$ cat config.mk
export PLATFORM = sky130hd
export DESIGN_NAME = chipset_cfg_bank
export DESIGN_NICKNAME = d
export VERILOG_FILES = /design/src/rtl/cfg_bank_pkg.sv /design/src/rtl/cfg_port_decode.sv /design/src/rtl/cfg_reg_store.sv /design/src/rtl/cfg_ctrl_decode.sv /design/src/rtl/chipset_cfg_bank.sv
export SDC_FILE = /design/constraint.sdc
export NUM_CORES = 2
export LEC_CHECK = 0
export ABC_AREA = 1
export BUFFER_PORTS_ARGS = -buffer_cell sky130_fd_sc_hd__buf_2
export CORE_MARGIN = 5
export CORE_UTILIZATION = 35
export CTS_CLUSTER_DIAMETER = 40
export DETAILED_ROUTE_END_ITERATION = 16
export GPL_ROUTABILITY_DRIVEN = 1
export PLACE_DENSITY = 0.47
export SYNTH_ARGS = -nofsm -noshare
export SYNTH_HDL_FRONTEND = slang
export SYNTH_HIERARCHICAL = 1
export SYNTH_SLANG_ARGS = --single-unit
$ cat constraint.sdc
create_clock -name clk -period 3.05 [get_ports clk]
set_input_delay 0.4575 -clock clk [delete_from_list [all_inputs] [get_ports clk]]
set_output_delay 0.4575 -clock clk [all_outputs]
set_load 0.03 [all_outputs]
$ cat src/rtl/cfg_bank_pkg.sv
package cfg_bank_pkg;

  localparam int IDX_W    = 8;
  localparam int DATA_W   = 8;
  localparam int NUM_REGS = 1 << IDX_W;
  localparam int WAIT_W   = 2;
  localparam int RELOC_W  = 9;

  // register positions the decoders depend on
  localparam logic [IDX_W-1:0] REG_STATUS = 8'h00;
  localparam logic [IDX_W-1:0] REG_GATE   = 8'h01;
  localparam logic [IDX_W-1:0] REG_BUSCLK = 8'h02;
  localparam logic [IDX_W-1:0] REG_RELOC  = 8'h2D;
  localparam logic [IDX_W-1:0] REG_WAIT   = 8'h33;
  localparam logic [IDX_W-1:0] REG_CACHE  = 8'h40;

  // bit forced high on status readback: cache fitted
  localparam logic [DATA_W-1:0] STATUS_FORCE = 8'h40;

  typedef struct packed {
    logic idx_wr;
    logic dat_wr;
    logic idx_rd;
    logic dat_rd;
  } port_op_t;

  function automatic logic [DATA_W-1:0] reg_reset_value(input logic [IDX_W-1:0] idx);
    case (idx)
      REG_STATUS: return 8'h40;
      REG_BUSCLK: return 8'h0C;
      REG_CACHE:  return 8'h08;
      default:    return 8'h00;
    endcase
  endfunction

  function automatic logic gate_decode(input logic [DATA_W-1:0] v);
    return v[0];
  endfunction

  function automatic logic [WAIT_W-1:0] wait_decode(input logic [DATA_W-1:0] v);
    case ({v[3], v[0]})
      2'b10:   return 2'd1;
      2'b11:   return 2'd2;
      default: return 2'd0;
    endcase
  endfunction

  function automatic logic cache_decode(input logic [DATA_W-1:0] v);
    return ~v[3];
  endfunction

  function automatic logic [RELOC_W-1:0] reloc_decode(input logic [DATA_W-1:0] v);
    if (!v[7])     return 9'd0;
    else if (v[6]) return 9'd384;
    else           return 9'd256;
  endfunction

  function automatic logic [DATA_W-1:0] status_view(input logic [IDX_W-1:0] idx,
                                                    input logic [DATA_W-1:0] v);
    return (idx == REG_STATUS) ? (v | STATUS_FORCE) : v;
  endfunction

endpackage

$ cat src/rtl/cfg_port_decode.sv
module cfg_port_decode
  import cfg_bank_pkg::*;
#(
  parameter int              ADDR_W    = 16,
  parameter logic [ADDR_W-1:0] BASE_ADDR = 16'h00A8
) (
  input  logic              io_sel,
  input  logic              io_wr,
  input  logic [ADDR_W-1:0] io_addr,
  output port_op_t          op
);

  logic hit;
  logic is_data;

  assign hit     = io_sel && (io_addr[ADDR_W-1:1] == BASE_ADDR[ADDR_W-1:1]);
  assign is_data = io_addr[0];

  always_comb begin
    op        = '0;
    op.idx_wr = hit &&  io_wr && !is_data;
    op.dat_wr = hit &&  io_wr &&  is_data;
    op.idx_rd = hit && !io_wr && !is_data;
    op.dat_rd = hit && !io_wr &&  is_data;
  end

endmodule

$ cat src/rtl/cfg_reg_store.sv
module cfg_reg_store
  import cfg_bank_pkg::*;
(
  input  logic              clk,
  input  logic              rst_n,
  input  port_op_t          op,
  input  logic [DATA_W-1:0] wdata,
  output logic [DATA_W-1:0] rdata,
  output logic [IDX_W-1:0]  index,
  output logic [DATA_W-1:0] tap_gate,
  output logic [DATA_W-1:0] tap_wait,
  output logic [DATA_W-1:0] tap_cache,
  output logic [DATA_W-1:0] tap_reloc
);

  logic [DATA_W-1:0] regs [NUM_REGS];
  logic [IDX_W-1:0]  index_q;

  always_ff @(posedge clk) begin
    if (!rst_n) index_q <= '0;
    else if (op.idx_wr) index_q <= wdata;
  end

  always_ff @(posedge clk) begin
    if (!rst_n) begin
      for (int i = 0; i < NUM_REGS; i++) regs[i] <= reg_reset_value(IDX_W'(i));
    end else if (op.dat_wr) begin
      regs[index_q] <= wdata;
    end
  end

  always_comb begin
    if (op.idx_rd)      rdata = index_q;
    else if (op.dat_rd) rdata = status_view(index_q, regs[index_q]);
    else                rdata = '0;
  end

  assign index     = index_q;
  assign tap_gate  = regs[REG_GATE];
  assign tap_wait  = regs[REG_WAIT];
  assign tap_cache = regs[REG_CACHE];
  assign tap_reloc = regs[REG_RELOC];

endmodule

$ cat src/rtl/cfg_ctrl_decode.sv
module cfg_ctrl_decode
  import cfg_bank_pkg::*;
(
  input  logic               clk,
  input  logic               rst_n,
  input  logic [DATA_W-1:0]  gate_v,
  input  logic [DATA_W-1:0]  wait_v,
  input  logic [DATA_W-1:0]  cache_v,
  input  logic [DATA_W-1:0]  reloc_v,
  output logic               a20_alt,
  output logic [WAIT_W-1:0]  wait_states,
  output logic               ext_cache_en,
  output logic [RELOC_W-1:0] reloc_kb
);

  always_ff @(posedge clk) begin
    if (!rst_n) begin
      a20_alt      <= gate_decode(reg_reset_value(REG_GATE));
      wait_states  <= wait_decode(reg_reset_value(REG_WAIT));
      ext_cache_en <= cache_decode(reg_reset_value(REG_CACHE));
      reloc_kb     <= reloc_decode(reg_reset_value(REG_RELOC));
    end else begin
      a20_alt      <= gate_decode(gate_v);
      wait_states  <= wait_decode(wait_v);
      ext_cache_en <= cache_decode(cache_v);
      reloc_kb     <= reloc_decode(reloc_v);
    end
  end

endmodule

$ cat src/rtl/chipset_cfg_bank.sv
module chipset_cfg_bank
  import cfg_bank_pkg::*;
#(
  parameter int                ADDR_W    = 16,
  parameter logic [ADDR_W-1:0] BASE_ADDR = 16'h00A8
) (
  input  logic              clk,
  input  logic              rst_n,
  input  logic              io_sel,
  input  logic              io_wr,
  input  logic [ADDR_W-1:0] io_addr,
  input  logic [7:0]        io_wdata,
  output logic [7:0]        io_rdata,
  output logic              a20_alt,
  output logic [1:0]        wait_states,
  output logic              ext_cache_en,
  output logic [8:0]        reloc_kb
);

  port_op_t          op;
  logic              idx_wr_evt;
  logic              dat_wr_evt;
  logic              idx_rd_evt;
  logic              dat_rd_evt;
  logic [IDX_W-1:0]  cur_index;
  logic [DATA_W-1:0] t_gate, t_wait, t_cache, t_reloc;

  cfg_port_decode #(.ADDR_W(ADDR_W), .BASE_ADDR(BASE_ADDR)) u_port (
    .io_sel (io_sel),
    .io_wr  (io_wr),
    .io_addr(io_addr),
    .op     (op)
  );

  assign idx_wr_evt = op.idx_wr;
  assign dat_wr_evt = op.dat_wr;
  assign idx_rd_evt = op.idx_rd;
  assign dat_rd_evt = op.dat_rd;

  cfg_reg_store u_store (
    .clk      (clk),
    .rst_n    (rst_n),
    .op       (op),
    .wdata    (io_wdata),
    .rdata    (io_rdata),
    .index    (cur_index),
    .tap_gate (t_gate),
    .tap_wait (t_wait),
    .tap_cache(t_cache),
    .tap_reloc(t_reloc)
  );

  cfg_ctrl_decode u_ctrl (
    .clk         (clk),
    .rst_n       (rst_n),
    .gate_v      (t_gate),
    .wait_v      (t_wait),
    .cache_v     (t_cache),
    .reloc_v     (t_reloc),
    .a20_alt     (a20_alt),
    .wait_states (wait_states),
    .ext_cache_en(ext_cache_en),
    .reloc_kb    (reloc_kb)
  );

endmodule

---- After elaboration in Yosys (flattened, before gate mapping) ----
Memory sizes are Yosys's and may differ from the RTL's. A register that Yosys moved wholly into a read port is not among the register bits.
Index checks and enable logic that the tools add are counted.
word-level totals
  logic and storage cells ................. 40
  memories kept ........................... 1
  input bits .............................. 28
  memory bits (writable) .................. 2048
  bits in registers ....................... 20
operators by class
  equality and inequality tests ........... 3
  bitwise logic cells ..................... 1
  reductions and logical operators ........ 13
  multiplexer cells ....................... 18
memory list
  name          words  bits a word  rd ports  clocked after memory_dff  wr ports  RTL line             source
  u_store.regs  256    8            5         2                         256       cfg_reg_store.sv:16  logic [DATA_W-1:0] regs [NUM_REGS];
operator list
  cell                 count
  $mux 8               11
  $eq 15x7->1 const B  1
  $logic_not 8->1      1
  $reduce_or 8->1      1
  $logic_and 1x1->1    7
  $mux 7               1
  $mux 1               5
  $eq 2x2->1 const B   2
  $pmux 2 s2           1
  $logic_not 1->1      3
  $reduce_and 2->1     1
  $not 1->1            1

---- Logic depth before layout (Yosys ltp) ----
  depth after elaboration ................. 9
  gate-level depth with buffers ........... 17
  mapped depth without buffers ............ 14

---- Hierarchy ----
The synthesis kept the hierarchy.
by module, submodules not included
  module           times used  cells an instance  area an instance (µm²)
  cfg_reg_store    1           9661               93279.5
  cfg_ctrl_decode  1           26                 224.0
  cfg_port_decode  1           26                 102.6

---- Least setup slack after synthesis ----
Ideal clock, no wire load.
  kind .................................... input to register
  from .................................... input io_addr[14]
  to ...................................... memory u_store.regs[74][0], enable pin
  path slack .............................. 0.524 ns
  arrival time ............................ 2.197 ns
  stages .................................. 11
  required time ........................... 2.721 ns
  cell sequence ........................... nor2_1 nand2_1 nor2_1 nand3_1 nor2_1 nand2_1 buf_2 nor3_1 buf_2 nand2_1 nand2_1
RTL lines
  element             RTL line                source
  start: declaration  chipset_cfg_bank.sv:11  input logic [ADDR_W-1:0] io_addr,
  end: declaration    cfg_reg_store.sv:16

==> impl_metrics.env <==
export IMPL_end_kind="output pin"
export IMPL_slowest_stage="dfxtp_4"
export IMPL_fp_coreArea_um2=266000
export IMPL_period_minus_slack_ns=3.95
export IMPL_grtUsageMet1_pct=31.3
export IMPL_fin_cells=14433
export IMPL_globalplace_congestion=0.896
export IMPL_rsz0062_at_grt="true"
export IMPL_num_rows=189
export IMPL_drt_initial_drc_count=6971
export IMPL_final_setup_viol_count=8
export IMPL_syn_inst=9713
export IMPL_clk_pin_slew_ns=0.05
export IMPL_synth_mux_area_fraction_pct=0
export IMPL_cts_root_buf="clkbuf_16"
export IMPL_worstMarginPinSlew_ns=0.596
export IMPL_clock_skew_ns=0.0485
export IMPL_grt_busiest_layer="met2"
export IMPL_synth_fa_ha_area_share_pct=0
export IMPL_grt_overflow=0
export IMPL_yosys_warnings=6
export IMPL_synth_xor_area_share_pct=0
export IMPL_synth_compound_area_share_pct=0.282
export IMPL_yosys_top_cells_area="edfxtp_1 66%, nand2_1 11%, nand3_1 10%"
export IMPL_critPathMaxStageDelay_ns=0.37
export IMPL_crit_path_start_kind="register"
export IMPL_drcViolationCount=0
export IMPL_fp_dieW_um=527
export IMPL_cts_tree="yes"
export IMPL_die_y_um=527
export IMPL_synth_top_family_by_area="simple AND/OR/NAND/NOR gates"
export IMPL_final_nets=10619
export IMPL_rr_endpoint="u_store/regs[94][7]$_SDFFCE_PN0P_"
export IMPL_yosysUniqueCellTypes=23
export IMPL_met2_usage_pct=38.5
export IMPL_fmax_mhz=253
export IMPL_synth_area_per_cell_um2=9.64
export IMPL_ios=49
export IMPL_drt_total_wl_mm=332
export IMPL_drive_above_1_share_pct=19.9
export IMPL_hold_viol_final=0
export IMPL_cts_buffer_depth=4
export IMPL_grt_pass1_wl_mm=485
export IMPL_synthToLayoutAreaGrowth_pct=32.3
export IMPL_syn_area_um2=93600
export IMPL_min_to="u_store/regs[72][3]$_SDFFCE_PN0P_"
export IMPL_critPathMaxFanout=13
export IMPL_synth_top_cell_by_area="edfxtp_1"
export IMPL_gr_usage_met3_pct=3.15
export IMPL_worstPathArrival_ns=3.49
export IMPL_violations="setup timing"
export IMPL_power_density_nw_per_um2=622
export IMPL_placed_cell_area_um2=109000
export IMPL_place_hpwl_mm=213
export IMPL_cts_made_buffers=364
export IMPL_cts_max_level=5
export IMPL_cpLargestDelayFamily="simple AND/OR/NAND/NOR gates"
export IMPL_wl_per_cell_um=23.0
export IMPL_post_route_period_util_pct=129
export IMPL_start_util_pct=35.2
export IMPL_placed_cells=13699
export IMPL_grt_max_degree=75
export IMPL_ff2ff_path_depth=7
export IMPL_clock_latency_ns=0.88
export IMPL_r2r_start="u_store/index[1]$_SDFFE_PN0P_"
export IMPL_slew_headroom_pct=60.3
export IMPL_path_buf_inv=5
export IMPL_routed_via_density=5.23
export IMPL_drv_cap=0
export IMPL_p_leak_uw=0.0489
export IMPL_antenna_found_initial=11
export IMPL_ys_ff_latch=2070
export IMPL_crit_required_ns=2.59
export IMPL_fp_dieArea_um2=278000
export IMPL_status="complete, but fails checks"
export IMPL_hold_depth=3
export IMPL_crit_chain="buf_12 > buf_12 > buf_12 > bufbuf_16 > nand2_1 > nand3_1 > nand3_1 > nand3_1 > nand3_1 > nand2_1 > nand2_2 > nand2_1 > nand2_1 > nand3_1 > nand3_1 > nand2_2 > buf_6"
export IMPL_nFillCells=24835
export IMPL_yosysSeqAreaShare_pct=66.2
export IMPL_path_common_cell="nand3_1"
export IMPL_critPathKind="reg -> out"
export IMPL_num_vias=75465
export IMPL_port_buffers=41
export IMPL_synthSimpleGateAreaFrac_pct=29.9
export IMPL_clock_sinks=2070
export IMPL_hold_start="io_wdata[3]"
export IMPL_setup_ws_ns=-0.899
export IMPL_grt_pass1_vias=74348
export IMPL_slew_violations=0
export IMPL_firstDrtPassIters=6
export IMPL_hp_class="in -> reg"
export IMPL_globalRouteTotalUtil_pct=23.2
export IMPL_fin_util_pct=46.6
export IMPL_synth_top_area_share_pct=65.7
export IMPL_ant_nets=0
export IMPL_fin_area_um2=124000
export IMPL_ir_drop_v=0.000439
export IMPL_rrSetupSlack_ns=0.56
==> cell usage after synthesis, drive strengths merged <==
library cell and n:
a21oi 22, a31oi 7, buf 358, clkbuf 387, clkinv 12, conb 1, dfxtp 22, edfxtp 2048
inv 39, nand2 2761, nand3 1923, nor2 2098, nor3 10, nor4 3, o21ai 22
==> worst max-delay path by stage <==
| stage | startpoint | to | slack (ns) | cells past startpoint |
|---|---|---|---|---|
| after floorplan | io_addr[14] | u_store/regs[74][0]$_SDFFCE_PN0P_ | 0.52 | 11 |
| after global placement | register | io_rdata[4] | -0.59 | 20 |
| after detailed placement | register | io_rdata[5] | -0.58 | 20 |
| after CTS | register | io_rdata[0] | -0.98 | 18 |
| after global routing | register | io_rdata[5] | -1.04 | 20 |
| final | register | io_rdata[0] | -0.90 | 17 |
==> timing repair <==
action                                  in CTS  in global routing
endpoints found under the setup margin       8                  8
pin swaps                                   16                 43
endpoints found under the hold margin        2                  0
cloned                                      23                  5
resized for setup                          202                158
buffers inserted                            29                  4
hold buffers                                 1                  0
==> worst reg2reg max path, stage by stage, from the launching register on <==
cell     delay [ns]
dfxtp_1        0.69
nand2_1        0.35
nor3_2         0.34
buf_4          0.28
buf_12         0.18
nand2_1        0.10
nand2_1        0.12
buf_12         0.13
==> sequential cells by signal (all words and copies together), names as in the netlist, named ones only <==
name                 flops
u_store/regs          2048
u_store/index            8
u_ctrl/reloc_kb          2
u_ctrl/wait_states       2
u_ctrl/a20_alt           1
u_ctrl/ext_cache_en      1
==> placed cells by master (no fill, tap or decap), types with 7 or more instances in the layout <==
cell type	synthesis	routed
a21oi_1	22	16
buf_12	0	379
buf_16	0	22
buf_2	245	32
buf_4	28	762
buf_6	0	30
bufbuf_16	0	16
bufinv_16	0	37
clkbuf_1	387	21
clkbuf_16	0	375
clkinv_1	11	34
clkinv_2	1	54
clkinv_4	0	39
clkinv_8	0	9
clkinvlp_4	0	49
conb_1	1	7
dfxtp_1	22	17
edfxtp_1	2048	2048
inv_1	34	33
inv_6	0	44
inv_8	0	24
nand2_1	2761	2697
nand2_2	0	52
nand2_4	0	12
nand3_1	1923	1737
nand3_2	0	180
nor2_1	2096	2090
o21ai_0	15	15
==> metrics by stage <==
stage          setup TNS [ns]  total power (µW)  hold slack (ns)  setup slack, ns
6_report                -6.97             77000            0.102           -0.899
5_1_grt                 -8.00             79300           0.0720            -1.04
3_3_place_gp            -3.08             36600            0.521           -0.594
2_1_floorplan               0             34700            0.408            0.524
3_5_place_dp            -2.96             36700            0.518           -0.581
4_1_cts                 -7.67             77600           0.0554           -0.982
==> where the power goes <==
| part | internal [µW] | switching, µW | leakage (µW) |
|---|---|---|---|
| Combinational | 1120 | 2090 | 0.0231 |
| Sequential | 32500 | 415 | 0.0198 |
| Clock | 25700 | 15100 | 0.00594 |
==> routing by layer <==
| metal | vias to the layer above | routed length (µm) |
|---|---|---|
| met4 | 0 | 12700 |
| met2 | 2760 | 158000 |
| met5 | - | 0 |
| li1 | 34779 | - |
| met1 | 37294 | 141000 |
| met3 | 632 | 21000 |
==> cell families after synthesis <==
kind of cell,after synthesis
simple gates,6795
flops,2070
buf+inv,796
compound gates,51
other cells,1
==> final cells by class <==
type	instances	area (µm²)	area share (%)
clock buffer	392	9350	7.55
sequential	2070	62000	50.0
multi-input combinational	6853	29600	23.9
tap	3533	4420	3.57
clock inverter	281	3020	2.44
timing repair buffer	1250	15100	12.2
antenna	2	5.00	0.00404
timing repair inverter	1	16.3	0.0131
inverter	51	298	0.241
Note: power is estimated with default switching activity, not from simulation.
